File: src/rtl/segchk_pkg.sv
package segchk_pkg;
  localparam int VEC_W = 5;

  typedef enum logic [1:0] {
    KIND_MEM    = 2'd0,
    KIND_LOAD   = 2'd1,
    KIND_VERIFY = 2'd2,
    KIND_NONE   = 2'd3
  } reqKind_e;

  typedef enum logic [2:0] {
    FK_NONE = 3'd0,
    FK_UD   = 3'd1,
    FK_GP   = 3'd2,
    FK_NP   = 3'd3,
    FK_SS   = 3'd4
  } faultKind_e;

  localparam logic [VEC_W-1:0] VEC_UD = 5'd6;
  localparam logic [VEC_W-1:0] VEC_NP = 5'd11;
  localparam logic [VEC_W-1:0] VEC_SS = 5'd12;
  localparam logic [VEC_W-1:0] VEC_GP = 5'd13;
  localparam logic [2:0] SEG_STACK = 3'd2;

  // condition flags found by the datapath
  typedef struct packed {
    logic udHit;
    logic privHit;
    logic npHit;
    logic limHit;
    logic isStack;
    logic verifyOk;
    logic lockNeed;
  } cond_t;

  // strobes from control to datapath
  typedef struct packed {
    logic       capture;
    faultKind_e kind;
    logic       lock;
    logic       zf;
  } strobe_t;
endpackage

File: src/rtl/segchk_dp.sv
module segchk_dp
  import segchk_pkg::*;
#(
  parameter int AW   = 32,
  parameter int SZW  = 4,
  parameter int SMMW = 8
) (
  input  logic                clk,
  input  logic                rst,
  input  logic                protMode,
  input  logic [1:0]          reqKind,
  input  logic [2:0]          segSel,
  input  logic [AW-1:0]       opAddr,
  input  logic [SZW-1:0]      opSize,
  input  logic [AW-1:0]       segLimit,
  input  logic                descPresent,
  input  logic                rightsOk,
  input  logic [1:0]          cpl,
  input  logic [1:0]          rpl,
  input  logic [1:0]          dpl,
  input  logic [1:0]          iopl,
  input  logic                privInstr,
  input  logic                ioSensitive,
  input  logic                pmOnly,
  input  logic                smmInstr,
  input  logic                smiEnable,
  input  logic [SMMW-1:0]     smmSize,
  input  logic                smmAccessCtl,
  input  logic                inSmiHandler,
  input  logic                descTable,
  output cond_t               cond,
  input  strobe_t             stb,
  output logic                faultValid,
  output logic [VEC_W-1:0]    vecOut,
  output logic                lockOut,
  output logic                zeroFlag
);
  localparam int EW = AW + 1;
  localparam logic [EW-1:0] REAL_LIM = EW'(17'h0FFFF);

  reqKind_e         kindIn;
  logic [SZW-1:0]   effSize;
  logic [EW-1:0]    endAddr;
  logic [EW-1:0]    activeLim;
  logic             overrun;
  logic             smmAllowed;
  logic [1:0]       maxLvl;
  logic             dataPrivBad;
  logic             stackPrivBad;
  logic             loadPrivBad;
  logic [VEC_W-1:0] vecNext;

  always_comb begin
    kindIn    = reqKind_e'(reqKind);
    effSize   = (opSize == '0) ? SZW'(1) : opSize;
    endAddr   = {1'b0, opAddr} + EW'(effSize) - EW'(1);
    activeLim = protMode ? {1'b0, segLimit} : REAL_LIM;
    overrun   = endAddr > activeLim;
  end

  always_comb begin
    smmAllowed   = smiEnable && (smmSize != '0) && (cpl == 2'd0)
                   && (smmAccessCtl || inSmiHandler);
    maxLvl       = (cpl > rpl) ? cpl : rpl;
    dataPrivBad  = maxLvl > dpl;
    stackPrivBad = (rpl != cpl) || (dpl != cpl);
    loadPrivBad  = (segSel == SEG_STACK) ? stackPrivBad : dataPrivBad;
  end

  always_comb begin
    cond.isStack  = (segSel == SEG_STACK);
    cond.udHit    = (pmOnly && !protMode) || (smmInstr && !smmAllowed);
    cond.privHit  = protMode && ((privInstr && cpl != 2'd0)
                    || (ioSensitive && cpl > iopl)
                    || (kindIn == KIND_LOAD && loadPrivBad));
    cond.npHit    = protMode && (kindIn == KIND_LOAD) && !descPresent;
    cond.limHit   = (kindIn == KIND_MEM) && (overrun || (protMode && !rightsOk));
    cond.verifyOk = !dataPrivBad;
    cond.lockNeed = descTable
                    || (protMode && (kindIn == KIND_LOAD || kindIn == KIND_VERIFY));
  end

  always_comb begin
    unique case (stb.kind)
      FK_UD:   vecNext = VEC_UD;
      FK_GP:   vecNext = VEC_GP;
      FK_NP:   vecNext = VEC_NP;
      FK_SS:   vecNext = VEC_SS;
      default: vecNext = '0;
    endcase
  end

  always_ff @(posedge clk) begin
    if (rst) begin
      faultValid <= 1'b0;
      vecOut     <= '0;
      lockOut    <= 1'b0;
      zeroFlag   <= 1'b0;
    end else if (stb.capture) begin
      faultValid <= (stb.kind != FK_NONE);
      vecOut     <= vecNext;
      lockOut    <= stb.lock;
      zeroFlag   <= stb.zf;
    end
  end

  p_hold_r1: assert property (@(posedge clk) disable iff (rst)
    !stb.capture |=> ($stable(faultValid) && $stable(vecOut)
                      && $stable(lockOut) && $stable(zeroFlag)));

  p_vec_legal_r10: assert property (@(posedge clk) disable iff (rst)
    faultValid ? (vecOut == VEC_UD || vecOut == VEC_NP || vecOut == VEC_SS
                  || vecOut == VEC_GP) : (vecOut == '0));

  p_ud_first_r8: assert property (@(posedge clk) disable iff (rst)
    (stb.capture && cond.udHit) |=> (faultValid && vecOut == VEC_UD));

  p_lock_r11: assert property (@(posedge clk) disable iff (rst)
    (stb.capture && cond.lockNeed) |=> lockOut);

  p_np_stack_r5: assert property (@(posedge clk) disable iff (rst)
    (stb.capture && cond.npHit && cond.isStack && !cond.udHit && !cond.privHit)
      |=> (vecOut == VEC_SS));
endmodule

File: src/rtl/segchk_ctrl.sv
module segchk_ctrl
  import segchk_pkg::*;
(
  input  logic       clk,
  input  logic       rst,
  input  logic       reqValid,
  input  logic [1:0] reqKind,
  input  cond_t      cond,
  output strobe_t    stb
);
  faultKind_e pick;

  always_comb begin
    if (cond.udHit)        pick = FK_UD;
    else if (cond.privHit) pick = FK_GP;
    else if (cond.npHit)   pick = cond.isStack ? FK_SS : FK_NP;
    else if (cond.limHit)  pick = cond.isStack ? FK_SS : FK_GP;
    else                   pick = FK_NONE;
  end

  always_comb begin
    stb.capture = reqValid;
    stb.kind    = pick;
    stb.lock    = cond.lockNeed;
    stb.zf      = (reqKind == KIND_VERIFY) && cond.verifyOk;
  end

  p_verify_quiet_r12: assert property (@(posedge clk) disable iff (rst)
    (reqValid && reqKind == KIND_VERIFY && !cond.udHit && !cond.privHit)
      |-> (stb.kind == FK_NONE));

  p_priv_over_np_r10: assert property (@(posedge clk) disable iff (rst)
    (reqValid && cond.privHit && !cond.udHit) |-> (stb.kind == FK_GP));
endmodule

File: src/rtl/segchk_top.sv
module segchk_top
  import segchk_pkg::*;
#(
  parameter int AW   = 32,
  parameter int SZW  = 4,
  parameter int SMMW = 8
) (
  input  logic            clk,
  input  logic            rst,
  input  logic            reqValid,
  input  logic            protMode,
  input  logic [1:0]      reqKind,
  input  logic [2:0]      segSel,
  input  logic [AW-1:0]   opAddr,
  input  logic [SZW-1:0]  opSize,
  input  logic [AW-1:0]   segLimit,
  input  logic            descPresent,
  input  logic            rightsOk,
  input  logic [1:0]      cpl,
  input  logic [1:0]      rpl,
  input  logic [1:0]      dpl,
  input  logic [1:0]      iopl,
  input  logic            privInstr,
  input  logic            ioSensitive,
  input  logic            pmOnly,
  input  logic            smmInstr,
  input  logic            smiEnable,
  input  logic [SMMW-1:0] smmSize,
  input  logic            smmAccessCtl,
  input  logic            inSmiHandler,
  input  logic            descTable,
  output logic            faultValid,
  output logic [4:0]      vecOut,
  output logic            lockOut,
  output logic            zeroFlag
);
  cond_t   cond;
  strobe_t stb;

  segchk_ctrl u_ctrl (
    .clk      (clk),
    .rst      (rst),
    .reqValid (reqValid),
    .reqKind  (reqKind),
    .cond     (cond),
    .stb      (stb)
  );

  segchk_dp #(.AW(AW), .SZW(SZW), .SMMW(SMMW)) u_dp (
    .clk          (clk),
    .rst          (rst),
    .protMode     (protMode),
    .reqKind      (reqKind),
    .segSel       (segSel),
    .opAddr       (opAddr),
    .opSize       (opSize),
    .segLimit     (segLimit),
    .descPresent  (descPresent),
    .rightsOk     (rightsOk),
    .cpl          (cpl),
    .rpl          (rpl),
    .dpl          (dpl),
    .iopl         (iopl),
    .privInstr    (privInstr),
    .ioSensitive  (ioSensitive),
    .pmOnly       (pmOnly),
    .smmInstr     (smmInstr),
    .smiEnable    (smiEnable),
    .smmSize      (smmSize),
    .smmAccessCtl (smmAccessCtl),
    .inSmiHandler (inSmiHandler),
    .descTable    (descTable),
    .cond         (cond),
    .stb          (stb),
    .faultValid   (faultValid),
    .vecOut       (vecOut),
    .lockOut      (lockOut),
    .zeroFlag     (zeroFlag)
  );
endmodule

File: config.mk
export PLATFORM = sky130hd
export DESIGN_NAME = segchk_top
export DESIGN_NICKNAME = d
export VERILOG_FILES = /design/src/rtl/segchk_pkg.sv /design/src/rtl/segchk_dp.sv /design/src/rtl/segchk_ctrl.sv /design/src/rtl/segchk_top.sv
export SDC_FILE = /design/constraint.sdc
export NUM_CORES = 1
export LEC_CHECK = 0
export ABC_AREA = 1
export BUFFER_PORTS_ARGS = -buffer_cell sky130_fd_sc_hd__clkbuf_2
export CELL_PAD_IN_SITES_DETAIL_PLACEMENT = 1
export CELL_PAD_IN_SITES_GLOBAL_PLACEMENT = 1
export CORE_MARGIN = 3
export CORE_UTILIZATION = 35
export CTS_CLUSTER_SIZE = 40
export DETAILED_ROUTE_END_ITERATION = 10
export PLACE_DENSITY_LB_ADDON = 0.1
export SLEW_MARGIN = 20
export SYNTH_ARGS = -nofsm -noshare
export SYNTH_HDL_FRONTEND = slang
export SYNTH_SLANG_ARGS = --single-unit
File: constraint.sdc
create_clock -name clk -period 4.6 [get_ports clk]
set_input_delay 0.23 -clock clk [delete_from_list [all_inputs] [get_ports clk]]
set_output_delay 0.23 -clock clk [all_outputs]
set_load 0.005 [all_outputs]
==> PnR_summary.wiki <==
{| class="wikitable"
! Metric !! Value
|-
| Horizontal die dimension || 101 um
|-
| Transition time at the pin with the least slew margin || 0.576 ns
|-
| I/O pin count || 111
|-
| Post-Syn Area || 3130 um2
|-
| Layout cell share with drive strength beyond 1 || 0.220
|-
| Number of buffers inserted during clock tree synthesis || 3
|-
| Metal3 WL || 247 um
|-
| Wire per inst || 12.7 um
|-
| Simple-gate share of the synthesized area || 0.248
|-
| Setup fix buffers added after clock tree synthesis || 0
|-
| Clock Skews || 0 ns
|-
| Maximum number of pins on one net before global-route repair || 20
|-
| Hold Path Class || in -> reg
|-
| Kind of capture point of the worst setup path || flop
|-
| Synth Area in Compound Gates || 0.204
|-
| Vias in the first global route || 3701
|-
| Dominant cell type by count on the critical path || sky130_fd_sc_hd__nand2_1
|-
| Register bit count reported by yosys || 7
|-
| Starting DRT DRC Count || 48
|-
| Critical path class || in -> reg
|-
| Met2 Routed Length || 4600 um
|-
| Syn Nets || 674
|-
| Worst rel slew slack || 0.614
|-
| Result of the run || complete, no violations
|-
| Final hold violations || 0
|-
| Slew Limit Fails || 0
|-
| Total power draw || 0.670 mW
|-
| Delay of the slowest critical-path stage || 0.36 ns
|-
| Kind of launch point of the worst setup path || input pin
|-
| Post-Route Setup TNS || 0 ns
|-
| Hold slack || 0.215 ns
|-
| Post-CTS clock slew at the launch and capture registers of the worst setup and hold paths || 0.04 ns
|-
| Starting density of the core || 0.370
|-
| Critical path fanouts, max || 4
|-
| Total wire length after detailed routing || 8960 um
|-
| Fmax || 241 MHz
|-
| Clk sink count || 7
|-
| Router iterations before antenna repair || 4
|-
| Per-cell via count in the routed design || 5.03
|-
| Unrepaired setup endpoints after global routing || no
|-
| Nets || 783
|-
| Total number of vias || 3549
|-
| Signal arrival time at the worst endpoint || 4.26 ns
|-
| First-pass GRT wire length || 15200 um
|-
| Worst Hold Depth || 2
|-
| Fraction of the yosys area taken by sequential cells || 0.0447
|-
| Clock tree from TritonCTS || built
|-
| Share of cell area taken by muxes after synthesis || 0
|-
| Area of the die || 10100 um2
|-
| CTS H-tree lvls || 1
|-
| Buffers from clock root to sink, at most || 2
|-
| Wl on met1 || 4030 um
|-
| Adder-Cell Fraction of Synth Area || 0.314
|-
| Share of the core filled with cells || 0.454
|-
| DRC viols || 0
|-
| Antenna-violating nets left || 0
|-
| Per-instance average area after synthesis || 6.35 um2
|-
| Cell with the largest stage delay on the worst path || sky130_fd_sc_hd__ha_1
|-
| Beginning of the worst hold path || rst
|-
| Placeable core region || 8460 um2
|-
| Reg2reg path depth || 4
|-
| GPL Wtd Cong || 0.834
|-
| Post-layout min period || 4.14 ns
|-
| Synthesized netlist cell count || 493
|-
| Yosys synthesis warning count || 0
|-
| DP HPWL || 8250 um
|-
| Commonest non-fill, non-tap cells in the layout || sky130_fd_sc_hd__clkbuf_2 (109), sky130_fd_sc_hd__nand2_1 (100), sky130_fd_sc_hd__inv_1 (82)
|-
| Vert. Die Dim || 101 um
|-
| Layout area overhead || 22.6%
|-
| Number of input and output port buffers inserted || 109
|-
| Antenna diode count || 0
|-
| Required time of the critical path || 4.72 ns
|-
| Power density relative to cell area || 175 nW/um2
|-
| Worst reg2reg path startpoint || u_dp.vecOut[2]$_SDFFE_PP0P_
|-
| Number of antenna violations at the first check in global routing || 0
|-
| Final design area excluding fillers || 3840 um2
|-
| Site Rows || 33
|-
| All-layer global routing usage || 0.175
|-
| Worst IR Drop VDD || 0.000152 V
|-
| Xor and xnor area share after synthesis || 0.0811
|-
| Clk root buf || sky130_fd_sc_hd__clkbuf_8
|-
| Worst-skew pair later-pin latency || 0.22 ns
|-
| Period Utilization, post-route || 0.901
|-
| Fill cells || 1190
|-
| Max capacitance violation total || 0
|-
| Highest metal layer with signal wires || met4
|-
| Start point of the critical path || opSize[3]
|-
| Aggregate global routing overflow || 0
|-
| Final-report setup violation count || 0
|-
| Count of distinct cell types in the synthesized netlist || 42
|-
| Post-detailed-placement cell area || 3780 um2
|-
| Leading cell type in the layout, fill and taps excluded || sky130_fd_sc_hd__clkbuf_2
|-
| Main combinational cell family by area after synthesis || adder cells
|-
| Cell leakage power || 2.23 nW
|}
==> timing repair <==
action                     CTS  global route
gates resized for setup      0             4
setup endpoints to repair    0             4
hold buffers                 0             0
==> area by class of cell <==
cell class              instances  area (um2)  area share
clock buffers                   4        45.0      0.0117
well taps                     105         131      0.0342
flip-flops and latches          7         140      0.0365
multi-input cells             398        2670       0.694
inverters                      83         312      0.0812
repair buffers                109         546       0.142
==> final timing paths <==
| kind | end | slack [ns] |
|---|---|---|
| max | u_dp.vecOut[2]$_SDFFE_PP0P_ | 0.46 |
| min | u_dp.vecOut[0]$_SDFFE_PP0P_ | 0.21 |
| max reg2reg | u_dp.vecOut[2]$_SDFFE_PP0P_ | 3.87 |
| min reg2reg | u_dp.vecOut[1]$_SDFFE_PP0P_ | 0.46 |
==> kinds of logic (layout without fill, tap and decap cells) <==
kind of cell	count (synthesis)	count (layout)
AND/OR/NAND/NOR	182	182
AO/OA/AOI/OAI	108	108
flip-flops	7	7
other	1	1
buffers and inverters	88	196
adder cells (fa/ha/maj)	78	78
XOR/XNOR	29	29
==> layer usage <==
metal / global-route usage / vias up
li1: - / 1859
met1: 0.217 / 1619
met2: 0.338 / 60
met3: 0.00692 / 11
met4: 0.0280 / 0
met5: 0 / -
==> state kept, by name (all words and copies together), names as in the netlist <==
name,count
u_dp.vecOut,4
u_dp.faultValid,1
u_dp.lockOut,1
u_dp.zeroFlag,1
==> synth_stat cells, drive strengths merged <==
cell | instances | area [um2]
fa | 1 | 20.0
clkbuf | 2 | 7.51
o221ai | 1 | 8.76
nor3 | 6 | 30.0
a21oi | 63 | 349
clkinv | 1 | 3.75
nand2 | 104 | 400
nor4 | 4 | 25.0
xor2 | 18 | 158
a21boi | 3 | 26.3
nand3b | 2 | 18.8
o21ai | 29 | 164
o22ai | 1 | 6.26
conb | 1 | 3.75
nand4 | 8 | 50.1
ha | 77 | 963
nand3 | 17 | 95.1
nor2 | 40 | 150
xnor2 | 11 | 96.3
o211ai | 2 | 20.0
a21o | 2 | 15.0
o2111ai | 1 | 8.76
inv | 82 | 308
buf | 3 | 16.3
a211oi | 2 | 15.0
dfxtp | 7 | 140
a31oi | 3 | 18.8
or2 | 1 | 6.26
a22oi | 1 | 7.51
==> report_power, final <==
group          total (mW)  switching [mW]  internal, mW
Sequential         0.0676         0.00217        0.0654
Combinational       0.517           0.296         0.220
Clock              0.0864          0.0264        0.0599
==> stage by stage <==
step           setup WS (ns)  cells
2_1_floorplan          0.734    493
3_3_place_gp           0.226    702
3_5_place_dp          0.0778    702
4_1_cts                0.281    706
5_1_grt               0.0112    706
6_report               0.458    706
==> critical path: cells and delay by family <==
| family | cells | cell delay, ns |
|---|---|---|
| compound gates | 9 | 1.48 |
| fa+ha+maj | 3 | 0.92 |
| buf+inv | 5 | 0.26 |
| xor+xnor | 1 | 0.15 |
| simple gates | 16 | 1.18 |
(Power assumes the default switching activity.)
